===== config.mk =====
export PLATFORM = sky130hd
export DESIGN_NAME = erase_verify_ctrl
export DESIGN_NICKNAME = d
export VERILOG_FILES = /design/src/rtl/evc_pkg.sv /design/src/rtl/evc_pulse_gen.sv /design/src/rtl/evc_read_port.sv /design/src/rtl/evc_pulse_tally.sv /design/src/rtl/erase_verify_ctrl.sv
export SDC_FILE = /design/constraint.sdc
export NUM_CORES = 1
export LEC_CHECK = 0
export ABC_AREA = 1
export ABC_CLOCK_PERIOD_IN_PS = 1650
export BUFFER_PORTS_ARGS = -buffer_cell sky130_fd_sc_hd__buf_2
export CORE_MARGIN = 3
export CORE_UTILIZATION = 54
export DETAILED_ROUTE_END_ITERATION = 8
export PLACE_DENSITY = 0.88
export RECOVER_POWER = 25
export SETUP_SLACK_MARGIN = 0.1
export SLEW_MARGIN = 10
export SYNTH_ARGS = -nofsm -noshare
export SYNTH_HDL_FRONTEND = slang
export SYNTH_SLANG_ARGS = --single-unit

===== constraint.sdc =====
create_clock -name clk -period 1.65 [get_ports clk]
set_input_delay 0.33 -clock clk [delete_from_list [all_inputs] [get_ports clk]]
set_output_delay 0.33 -clock clk [all_outputs]
set_load 0.03 [all_outputs]

===== src/rtl/evc_pkg.sv =====
package evc_pkg;

  typedef enum logic [1:0] {
    ST_IDLE  = 2'd0,
    ST_ERASE = 2'd1,
    ST_VREQ  = 2'd2,
    ST_VWAIT = 2'd3
  } evc_state_t;

  // A byte counts as erased only when every bit reads one.
  function automatic logic byte_is_blank(input logic [7:0] b);
    return &b;
  endfunction

  // Counter width that holds values 0..n-1 (at least one bit).
  function automatic int unsigned span_width(input longint unsigned n);
    return (n > 1) ? $clog2(n) : 1;
  endfunction

endpackage


===== src/rtl/evc_pulse_gen.sv =====
module evc_pulse_gen #(
  parameter int unsigned PULSE_CYCLES = 8
) (
  input  logic clk,
  input  logic rst_n,
  input  logic fire_i,
  output logic active_o,
  output logic last_o
);
  import evc_pkg::*;

  localparam int unsigned TW = span_width(PULSE_CYCLES);

  logic          active_q;
  logic [TW-1:0] left_q;

  always_ff @(posedge clk or negedge rst_n) begin
    if (!rst_n) begin
      active_q <= 1'b0;
      left_q   <= '0;
    end else if (fire_i) begin
      active_q <= 1'b1;
      left_q   <= TW'(PULSE_CYCLES - 1);
    end else if (active_q) begin
      if (left_q == '0) active_q <= 1'b0;
      else              left_q   <= left_q - 1'b1;
    end
  end

  assign active_o = active_q;
  assign last_o   = active_q && (left_q == '0);

  AST_FIRE_WHEN_QUIET: assert property (@(posedge clk) disable iff (!rst_n)
    fire_i |-> !active_q);

  AST_PULSE_ENDS: assert property (@(posedge clk) disable iff (!rst_n)
    (last_o && !fire_i) |=> !active_o);

endmodule


===== src/rtl/evc_read_port.sv =====
module evc_read_port #(
  parameter int unsigned ADDR_W = 8,
  parameter int unsigned RD_LAT = 2
) (
  input  logic              clk,
  input  logic              rst_n,
  input  logic              go_i,
  input  logic [ADDR_W-1:0] addr_i,
  output logic              rd_en_o,
  output logic [ADDR_W-1:0] rd_addr_o,
  input  logic [7:0]        rd_data_i,
  output logic              sample_o,
  output logic              blank_o
);
  import evc_pkg::*;

  localparam int unsigned LW = span_width(RD_LAT);

  logic              issue_q;
  logic              wait_q;
  logic [LW-1:0]     wcnt_q;
  logic [ADDR_W-1:0] addr_q;

  always_ff @(posedge clk or negedge rst_n) begin
    if (!rst_n) begin
      issue_q <= 1'b0;
      wait_q  <= 1'b0;
      wcnt_q  <= '0;
      addr_q  <= '0;
    end else begin
      if (go_i) begin
        issue_q <= 1'b1;
        addr_q  <= addr_i;
      end else if (issue_q) begin
        issue_q <= 1'b0;
        wait_q  <= 1'b1;
        wcnt_q  <= LW'(RD_LAT - 1);
      end else if (wait_q) begin
        if (wcnt_q == '0) wait_q <= 1'b0;
        else              wcnt_q <= wcnt_q - 1'b1;
      end
    end
  end

  assign rd_en_o   = issue_q;
  assign rd_addr_o = addr_q;
  assign sample_o  = wait_q && (wcnt_q == '0);
  assign blank_o   = byte_is_blank(rd_data_i);

  AST_STROBE_SINGLE: assert property (@(posedge clk) disable iff (!rst_n)
    rd_en_o |=> !rd_en_o);

  AST_NO_OVERLAP: assert property (@(posedge clk) disable iff (!rst_n)
    go_i |-> (!issue_q && !wait_q));

endmodule


===== src/rtl/evc_pulse_tally.sv =====
module evc_pulse_tally #(
  parameter int unsigned CNT_W      = 4,
  parameter int unsigned MAX_PULSES = 10
) (
  input  logic             clk,
  input  logic             rst_n,
  input  logic             clear_i,
  input  logic             inc_i,
  output logic [CNT_W-1:0] count_o,
  output logic             spent_o
);
  logic [CNT_W-1:0] cnt_q;

  always_ff @(posedge clk or negedge rst_n) begin
    if (!rst_n)       cnt_q <= '0;
    else if (clear_i) cnt_q <= inc_i ? CNT_W'(1) : '0;
    else if (inc_i)   cnt_q <= cnt_q + 1'b1;
  end

  assign count_o = cnt_q;
  assign spent_o = (cnt_q >= CNT_W'(MAX_PULSES));

  AST_TALLY_CAP: assert property (@(posedge clk) disable iff (!rst_n)
    count_o <= CNT_W'(MAX_PULSES));

  AST_NO_INC_SPENT: assert property (@(posedge clk) disable iff (!rst_n)
    (spent_o && !clear_i) |-> !inc_i);

endmodule


===== src/rtl/erase_verify_ctrl.sv =====
module erase_verify_ctrl #(
  parameter int unsigned ADDR_W       = 8,
  parameter int unsigned PULSE_CYCLES = 50_000_000,
  parameter int unsigned MAX_PULSES   = 10,
  parameter int unsigned RD_LAT       = 2,
  parameter int unsigned CNT_W        = 4
) (
  input  logic              clk,
  input  logic              rst_n,
  input  logic              start_i,
  output logic              busy_o,
  output logic              done_o,
  output logic              fail_o,
  output logic              erase_pulse_o,
  output logic              rd_en_o,
  output logic [ADDR_W-1:0] rd_addr_o,
  input  logic [7:0]        rd_data_i,
  output logic [CNT_W-1:0]  pulse_cnt_o
);
  import evc_pkg::*;

  evc_state_t        state_q;
  logic [ADDR_W-1:0] scan_addr_q;
  logic              done_q;
  logic              fail_q;

  // Named internal events
  logic accept_w, pulse_last_w, sample_w, blank_w, spent_w;
  logic pass_byte_w, fail_byte_w, at_top_w;
  logic finish_pass_w, finish_fail_w, reerase_w, fire_w, go_w;

  assign accept_w      = (state_q == ST_IDLE) && start_i;
  assign at_top_w      = &scan_addr_q;
  assign pass_byte_w   = (state_q == ST_VWAIT) && sample_w && blank_w;
  assign fail_byte_w   = (state_q == ST_VWAIT) && sample_w && !blank_w;
  assign finish_pass_w = pass_byte_w && at_top_w;
  assign finish_fail_w = fail_byte_w && spent_w;
  assign reerase_w     = fail_byte_w && !spent_w;
  assign fire_w        = accept_w || reerase_w;
  assign go_w          = (state_q == ST_VREQ);

  evc_pulse_gen #(.PULSE_CYCLES(PULSE_CYCLES)) u_pulse (
    .clk      (clk),
    .rst_n    (rst_n),
    .fire_i   (fire_w),
    .active_o (erase_pulse_o),
    .last_o   (pulse_last_w)
  );

  evc_read_port #(.ADDR_W(ADDR_W), .RD_LAT(RD_LAT)) u_read (
    .clk       (clk),
    .rst_n     (rst_n),
    .go_i      (go_w),
    .addr_i    (scan_addr_q),
    .rd_en_o   (rd_en_o),
    .rd_addr_o (rd_addr_o),
    .rd_data_i (rd_data_i),
    .sample_o  (sample_w),
    .blank_o   (blank_w)
  );

  evc_pulse_tally #(.CNT_W(CNT_W), .MAX_PULSES(MAX_PULSES)) u_tally (
    .clk     (clk),
    .rst_n   (rst_n),
    .clear_i (accept_w),
    .inc_i   (fire_w),
    .count_o (pulse_cnt_o),
    .spent_o (spent_w)
  );

  always_ff @(posedge clk or negedge rst_n) begin
    if (!rst_n) begin
      state_q     <= ST_IDLE;
      scan_addr_q <= '0;
      done_q      <= 1'b0;
      fail_q      <= 1'b0;
    end else begin
      unique case (state_q)
        ST_IDLE: if (accept_w) begin
          state_q     <= ST_ERASE;
          scan_addr_q <= '0;
          done_q      <= 1'b0;
          fail_q      <= 1'b0;
        end
        ST_ERASE: if (pulse_last_w) state_q <= ST_VREQ;
        ST_VREQ:  state_q <= ST_VWAIT;
        ST_VWAIT: if (sample_w) begin
          if (finish_pass_w) begin
            state_q <= ST_IDLE;
            done_q  <= 1'b1;
          end else if (pass_byte_w) begin
            scan_addr_q <= scan_addr_q + 1'b1;
            state_q     <= ST_VREQ;
          end else if (finish_fail_w) begin
            state_q <= ST_IDLE;
            done_q  <= 1'b1;
            fail_q  <= 1'b1;
          end else begin
            // failing address is kept in scan_addr_q for the resumed pass
            state_q <= ST_ERASE;
          end
        end
        default: state_q <= ST_IDLE;
      endcase
    end
  end

  assign busy_o = (state_q != ST_IDLE);
  assign done_o = done_q;
  assign fail_o = fail_q;

  AST_PULSE_NO_READ: assert property (@(posedge clk) disable iff (!rst_n)
    erase_pulse_o |-> !rd_en_o);

  AST_ACCEPT_BUSY: assert property (@(posedge clk) disable iff (!rst_n)
    accept_w |=> (busy_o && erase_pulse_o));

  AST_ACCEPT_COUNT: assert property (@(posedge clk) disable iff (!rst_n)
    accept_w |=> (pulse_cnt_o == CNT_W'(1)));

  AST_DONE_IDLE: assert property (@(posedge clk) disable iff (!rst_n)
    done_o |-> !busy_o);

  AST_FAIL_WITH_DONE: assert property (@(posedge clk) disable iff (!rst_n)
    fail_o |-> done_o);

  AST_RESUME_ADDR: assert property (@(posedge clk) disable iff (!rst_n)
    reerase_w |=> $stable(scan_addr_q));

  AST_BUSY_HOLDS: assert property (@(posedge clk) disable iff (!rst_n)
    (busy_o && !finish_pass_w && !finish_fail_w) |=> busy_o);

endmodule


---- Word-level counts from Yosys, hierarchy flattened ----
Cells that the tools add are included.
storage, ports and cells
  output and inout port bits .............. 17
  input port bits ......................... 11
  flip-flop bits (word level) ............. 54
  word-level logic and storage cells ...... 95
operators by class
  multiplexer cells ....................... 37
  add/sub/neg operators ................... 4
  reduce and logical (&&, ||, !) cells .... 27
  equal/unequal tests ..................... 13
  bitwise operators ....................... 2
  order comparisons ....................... 1
operator list
  kind                   number
  $mux 26                3
  $mux 8                 4
  $logic_not 26->1       1
  $sub 26x1->26 const B  1
  $mux 1                 19
  $pmux 8 s2             1
  $reduce_and 8->1       2
  $ne 2x2->1 const B     7
  $mux 2                 5
  $reduce_and 5->1       2
  $reduce_bool 2->1      5
  $logic_and 1x1->1      9
  $add 8x1->8 const B    1
  $mux 4                 2
  $pmux 2 s4             1
  $ne 3x3->1 const B     2
  $reduce_and 6->1       1
  $add 4x1->4 const B    1
  $eq 2x2->1 const B     2
  $ge 4x4->1 const B     1
  $pmux 1 s2             2
  $reduce_and 2->1       2
  $reduce_and 3->1       1
  $eq 2x1->1 const B     1
  6 further kinds        8

---- Logic depth before layout (Yosys ltp) ----
  word-level depth ........................ 10
  mapped depth ............................ 12
  depth with buffers taken out ............ 11

---- Modules after synthesis ----
Synthesis repeated with hierarchy kept, for this count alone.
unflattened totals
  cells, all modules ...................... 481
  area total of the unflattened synthesis .. 3285.7 um^2
by module, submodules not included
  module             seq. area each (um^2)  area an instance (um^2)  instances  cells each
  evc_pulse_gen      675.6                  1843.0                   1          280
  erase_verify_ctrl  300.3                  767.0                    1          120
  evc_read_port      275.3                  457.9                    1          55
  evc_pulse_tally    100.1                  217.7                    1          26

---- Worst setup path before layout ----
Ideal clock, no wire load.
  path type ............................... register -> register
  start point ............................. register u_tally.cnt_q[0] (netlist: u_tally.count_o[0])
  end point ............................... register u_pulse.left_q[9]
  required time ........................... 1.533 ns
  period minus slack after synthesis ...... 1.803 ns
  cell stages (with the launch flop) ...... 12
  path buffers ............................ 1
  slack ................................... -0.153 ns
  library setup time ...................... 0.117 ns
  arrival time ............................ 1.686 ns
  cells stage by stage .................... dfrtp_1 -> inv_1 -> ha_1 -> nor2_1 -> nand2_1 -> nand2_1 -> nand3_2 -> nand2_4 -> inv_2 -> buf_2 -> nand3_1 -> nand2_1
on the way
  word-level cells in the longest chain between the ends .. 6
  elaborated cells between the ends (all ways) .. 8
  those cells by class .................... order compare (1); eq/ne (1); mux (1); reduce/logical (5)
RTL lines
  item                                                              RTL line                 RTL
  start: declaration                                                evc_pulse_tally.sv:12    logic [CNT_W-1:0] cnt_q;
  start signal: assignment                                          evc_pulse_tally.sv:16    else if (clear_i) cnt_q <= inc_i ? CNT_W'(1) : '0;
  start signal: assignment                                          evc_pulse_tally.sv:17    else if (inc_i) cnt_q <= cnt_q + 1'b1;
  $ge 4x4->1 *                                                      evc_pulse_tally.sv:21    assign spent_o = (cnt_q >= CNT_W'(MAX_PULSES));
  $logic_not 1->1 *                                                 erase_verify_ctrl.sv:38  assign reerase_w = fail_byte_w && !spent_w;
  $logic_and 1x1->1 *                                               erase_verify_ctrl.sv:38
  $logic_or 1x1->1 *                                                erase_verify_ctrl.sv:39  assign fire_w = accept_w || reerase_w;
  $ne 2x1->1 (no line) / $reduce_bool 2->1 (equally long branches)  --
  $reduce_and 2->1 (no line)                                        --
  end signal: assignment                                            evc_pulse_gen.sv:23      left_q <= TW'(PULSE_CYCLES - 1);
  end signal: assignment                                            evc_pulse_gen.sv:26      else left_q <= left_q - 1'b1;
  end: declaration                                                  evc_pulse_gen.sv:15      logic [TW-1:0] left_q;
Every way passes the cells marked *; elsewhere a longest branch is shown, timed or not.
A chain may end at the register's enable or synchronous reset.

---- Worst setup path after layout ----
  start point ............................. register scan_addr_q[1]
  end point ............................... register done_q (netlist: done_o)
on the way
  word-level cells in the longest chain between the ends .. 5
  elaborated cells between the ends (all ways) .. 8
  those cells by class .................... eq/ne (2); mux (3); reduce/logical (3)
RTL lines
  item                      RTL line                 RTL
  start: declaration        erase_verify_ctrl.sv:23  logic [ADDR_W-1:0] scan_addr_q;
  start signal: assignment  erase_verify_ctrl.sv:92  scan_addr_q <= scan_addr_q + 1'b1;
  $reduce_and 8->1 *        erase_verify_ctrl.sv:33  assign at_top_w = &scan_addr_q;
  $logic_and 1x1->1 *       erase_verify_ctrl.sv:36  assign finish_pass_w = pass_byte_w && at_top_w;
  $mux 1                    erase_verify_ctrl.sv:88  if (finish_pass_w) begin
  $mux 1                    erase_verify_ctrl.sv:87  ST_VWAIT: if (sample_w) begin
  $pmux 1 s2                erase_verify_ctrl.sv:78  unique case (state_q)
  end signal: assignment    erase_verify_ctrl.sv:82  done_q <= 1'b0;
  end signal: assignment    erase_verify_ctrl.sv:90  done_q <= 1'b1;
  end signal: assignment    erase_verify_ctrl.sv:96  done_q <= 1'b1;
  end: declaration          erase_verify_ctrl.sv:24  logic done_q;
Every way passes the cells marked *; elsewhere a longest branch is shown, timed or not. The select of a mux whose other input is x is not followed.

==> reports/results.tsv <==
metric	value	unit
Clk pin slew, worst setup/hold paths	0.12	ns
violations in the final reports	negative setup slack	
Post-Place Setup Slack	0.00106	ns
syn nets	481	
fin cells	632	
Slew headroom	49.0	%
Antenna Violating Nets Remaining	0	
RSZ-0062 raised after global routing	true	
CTS sink count	54	
total wire length	11300	um
Final Setup Violations	11	
DR iter-0 viols	354	
Initial Util	58.1	%
DR WL met3	978	um
fin area	4480	sq um
CTS tree	done	
CTS root buffer	clkbuf_8	
Critical Path Max Stage Delay	0.40	ns
CTS Buffer Depth	2	
Top Metal Used	met4	
GRT Total Usage	25.2	%
Final nets	574	
EDFF count, synth	0	
Detailed Routing Iterations Pass 1	6	
DR vias	3755	
port bufs	27	
CP cell instances	ha_2 -> nand3_2 -> nor3_2 -> buf_4 -> nand2_1 -> buf_4 -> nand3_1 -> nand2_1 -> a21oi_1	
Diodes inserted	0	
P_leak	2.33	nW
CP endpoint kind	register	
dpl cell area	3840	sq um
worst-margin pin slew	0.766	ns
cell taking the most area after synthesis	dfrtp_1	
crit path kind	register to register	
final hold vios	0	
Final GP Congestion	0.917	
met1 WL	3970	um
Synth-to-Final Area Change	35.0	%
Top FF cell, synth	dfrtp_1	
Post-synth ARST share	100	%
gr ovfl total	0	
post-synth cell types	33	
antenna violations before repair	0	
final core area utilization	78.5	%
vias in the first global route	3324	
register area	1360	sq um
max-cap viol count	0	
Max Fanout on Critical Path	3	
core area	5710	sq um
VDD IR max	0.499	mV
share of cells above drive strength 1	36.1	%
CP delay by family, top	simple AND/OR/NAND/NOR gates	
largest net degree at the start of global routing	55	
floorplan row count	27	
fill count	326	
area of the multi-input gates	2090	sq um
post-synthesis sequential area ratio	40.7	%
Synth area leaders	dfrtp_1 41%, nand2_1 20%, nand3_1 7.4%	
Mapped Area	3320	sq um
setup_tns	-0.121	ns
first-pass GRT wire length	14800	um
DRC	0	
Synth top cells by count	179 x nand2_1, 56 x nor2_1, 54 x dfrtp_1, 49 x nand3_1, 37 x inv_1	
count leader, synth	nand2_1	
die width	84.4	um
HPWL after detailed placement	6150	um
number of top-level pins	28	
CP Buf/Inv Count	2	
Fin Clk Skew	0.0128	ns
H-tree depth	2	
YS warnings	0	
total CTS buffers	5	
Power Dens Cells	496	nW/um^2
Met2 Routed Length	5680	um
Via-to-Cell Ratio	5.94	
Slew Viols, Final	0	
die area	7120	sq um
Worst setup SP type	register	
final worst slack	-0.0329	ns
#FFs+latches synth	54	
status	finished, violations left	
wire length per cell	17.8	um
Crit path arrival time	1.91	ns
Req. time, crit path	1.88	ns
Synth Instances	466	
Die H	84.4	um
crit path time final	1.68	ns
Synth top area share	40.7	%
clk_lat worst skew	0.33	ns
fmax	594	MHz
Hold Path Class	register to register	
Post-Place Cells	595	
Slowest cell on crit path	dfrtp_1	
Avg Inst Size Synth	7.12	sq um
period utilization	102	%
final cells by class:
type,instances,share of cell area (%)
multi-input cells,367,46.6
clock inverters,2,0.363
inverters,38,3.60
clock buffers,6,1.84
flip-flops and latches,54,30.4
repair inverters,1,0.196
repair buffers,92,15.1
well taps,72,2.01
where the power goes:
part	switching [mW]	internal, mW	leakage [nW]	total [mW]
registers	0	1.32	0.644	1.32
clock network	0.504	0.348	0.0478	0.852
logic	0.0334	0.0126	1.64	0.0460
placed cells by master (no fill, tap or decap), drive strengths merged, types with 3 or more instances in the layout:
| cell type | Yosys | final |
|---|---|---|
| dfrtp | 54 | 54 |
| nand3 | 50 | 50 |
| a21o | 3 | 3 |
| xnor2 | 4 | 4 |
| o21ai | 11 | 11 |
| nand4 | 14 | 14 |
| inv | 38 | 39 |
| buf | 5 | 90 |
| nor2 | 65 | 65 |
| nand2 | 187 | 188 |
| xor2 | 3 | 3 |
| ha | 4 | 4 |
| clkbuf | 3 | 7 |
| a21oi | 13 | 13 |
| or2 | 5 | 5 |
worst reg2reg max path: cells and delay by family, from the launching register on:
family / cells / cell delay (ns)
compound gates: 1 / 0.22
fa+ha+maj: 1 / 0.24
simple gates: 5 / 0.48
buf+inv: 2 / 0.28
flops: 1 / 0.40
flip-flops by register name, summed over array words and instances, names as in the netlist:
signal / flops
u_tally.count_o: 4
state_q: 2
u_read.rd_en_o: 1
fail_o: 1
u_pulse.left_q: 26
u_read.rd_addr_o: 8
u_read.wait_q: 1
done_o: 1
scan_addr_q: 8
u_pulse.active_o: 1
u_read.wcnt_q: 1
routing by layer:
metal	vias up	GRT usage (%)
met5	-	0
met4	0	7.05
met3	74	5.10
met2	284	46.1
met1	1724	29.9
li1	1673	-
cells by family (layout without fill, tap and decap cells):
group / count (synthesis) / count (layout) / synth area share (%)
simple gates: 325 / 326 / 43.9
flops: 54 / 54 / 40.7
buf+inv: 46 / 139 / 6.79
compound gates: 30 / 30 / 5.24
xor+xnor: 7 / 7 / 1.85
fa+ha+maj: 4 / 4 / 1.51
path summary, 6_finish.rpt:
check	startpoint	slack, ns	cells after the start	end
worst max-delay path	scan_addr_q[1]$_DFFE_PN0P_	-0.03	9	done_o$_DFFE_PN0P_
worst max register to register	scan_addr_q[1]$_DFFE_PN0P_	-0.03	9	done_o$_DFFE_PN0P_
min in group asynchronous	rst_n	0.72	3	u_tally.count_o[2]$_DFFE_PN0P_
max in group asynchronous	rst_n	0.37	3	u_pulse.left_q[11]$_DFFE_PN0P_
worst min register to register	u_read.rd_addr_o[7]$_DFFE_PN0P_	0.48	2	u_read.rd_addr_o[7]$_DFFE_PN0P_
worst min-delay path	u_read.rd_addr_o[7]$_DFFE_PN0P_	0.48	2	u_read.rd_addr_o[7]$_DFFE_PN0P_
timing repair:
| item | CTS | global route |
|---|---|---|
| cloned | 0 | 2 |
| pin swaps | 6 | 16 |
| hold buffers | 0 | 1 |
| buffers inserted | 12 | 14 |
| gates resized for setup | 26 | 70 |
| hold endpoints to repair | 0 | 6 |
| endpoints found under the setup margin | 37 | 40 |
per-stage QoR:
step	hold WS (ns)	total power [mW]
after floorplan	0.0344	1.35
after global placement	0.346	1.39
after detailed placement	0.346	1.40
after CTS	0.000759	2.20
after global routing	0.498	2.28
final	0.484	2.22
Note: power is estimated with default switching activity, not from simulation.
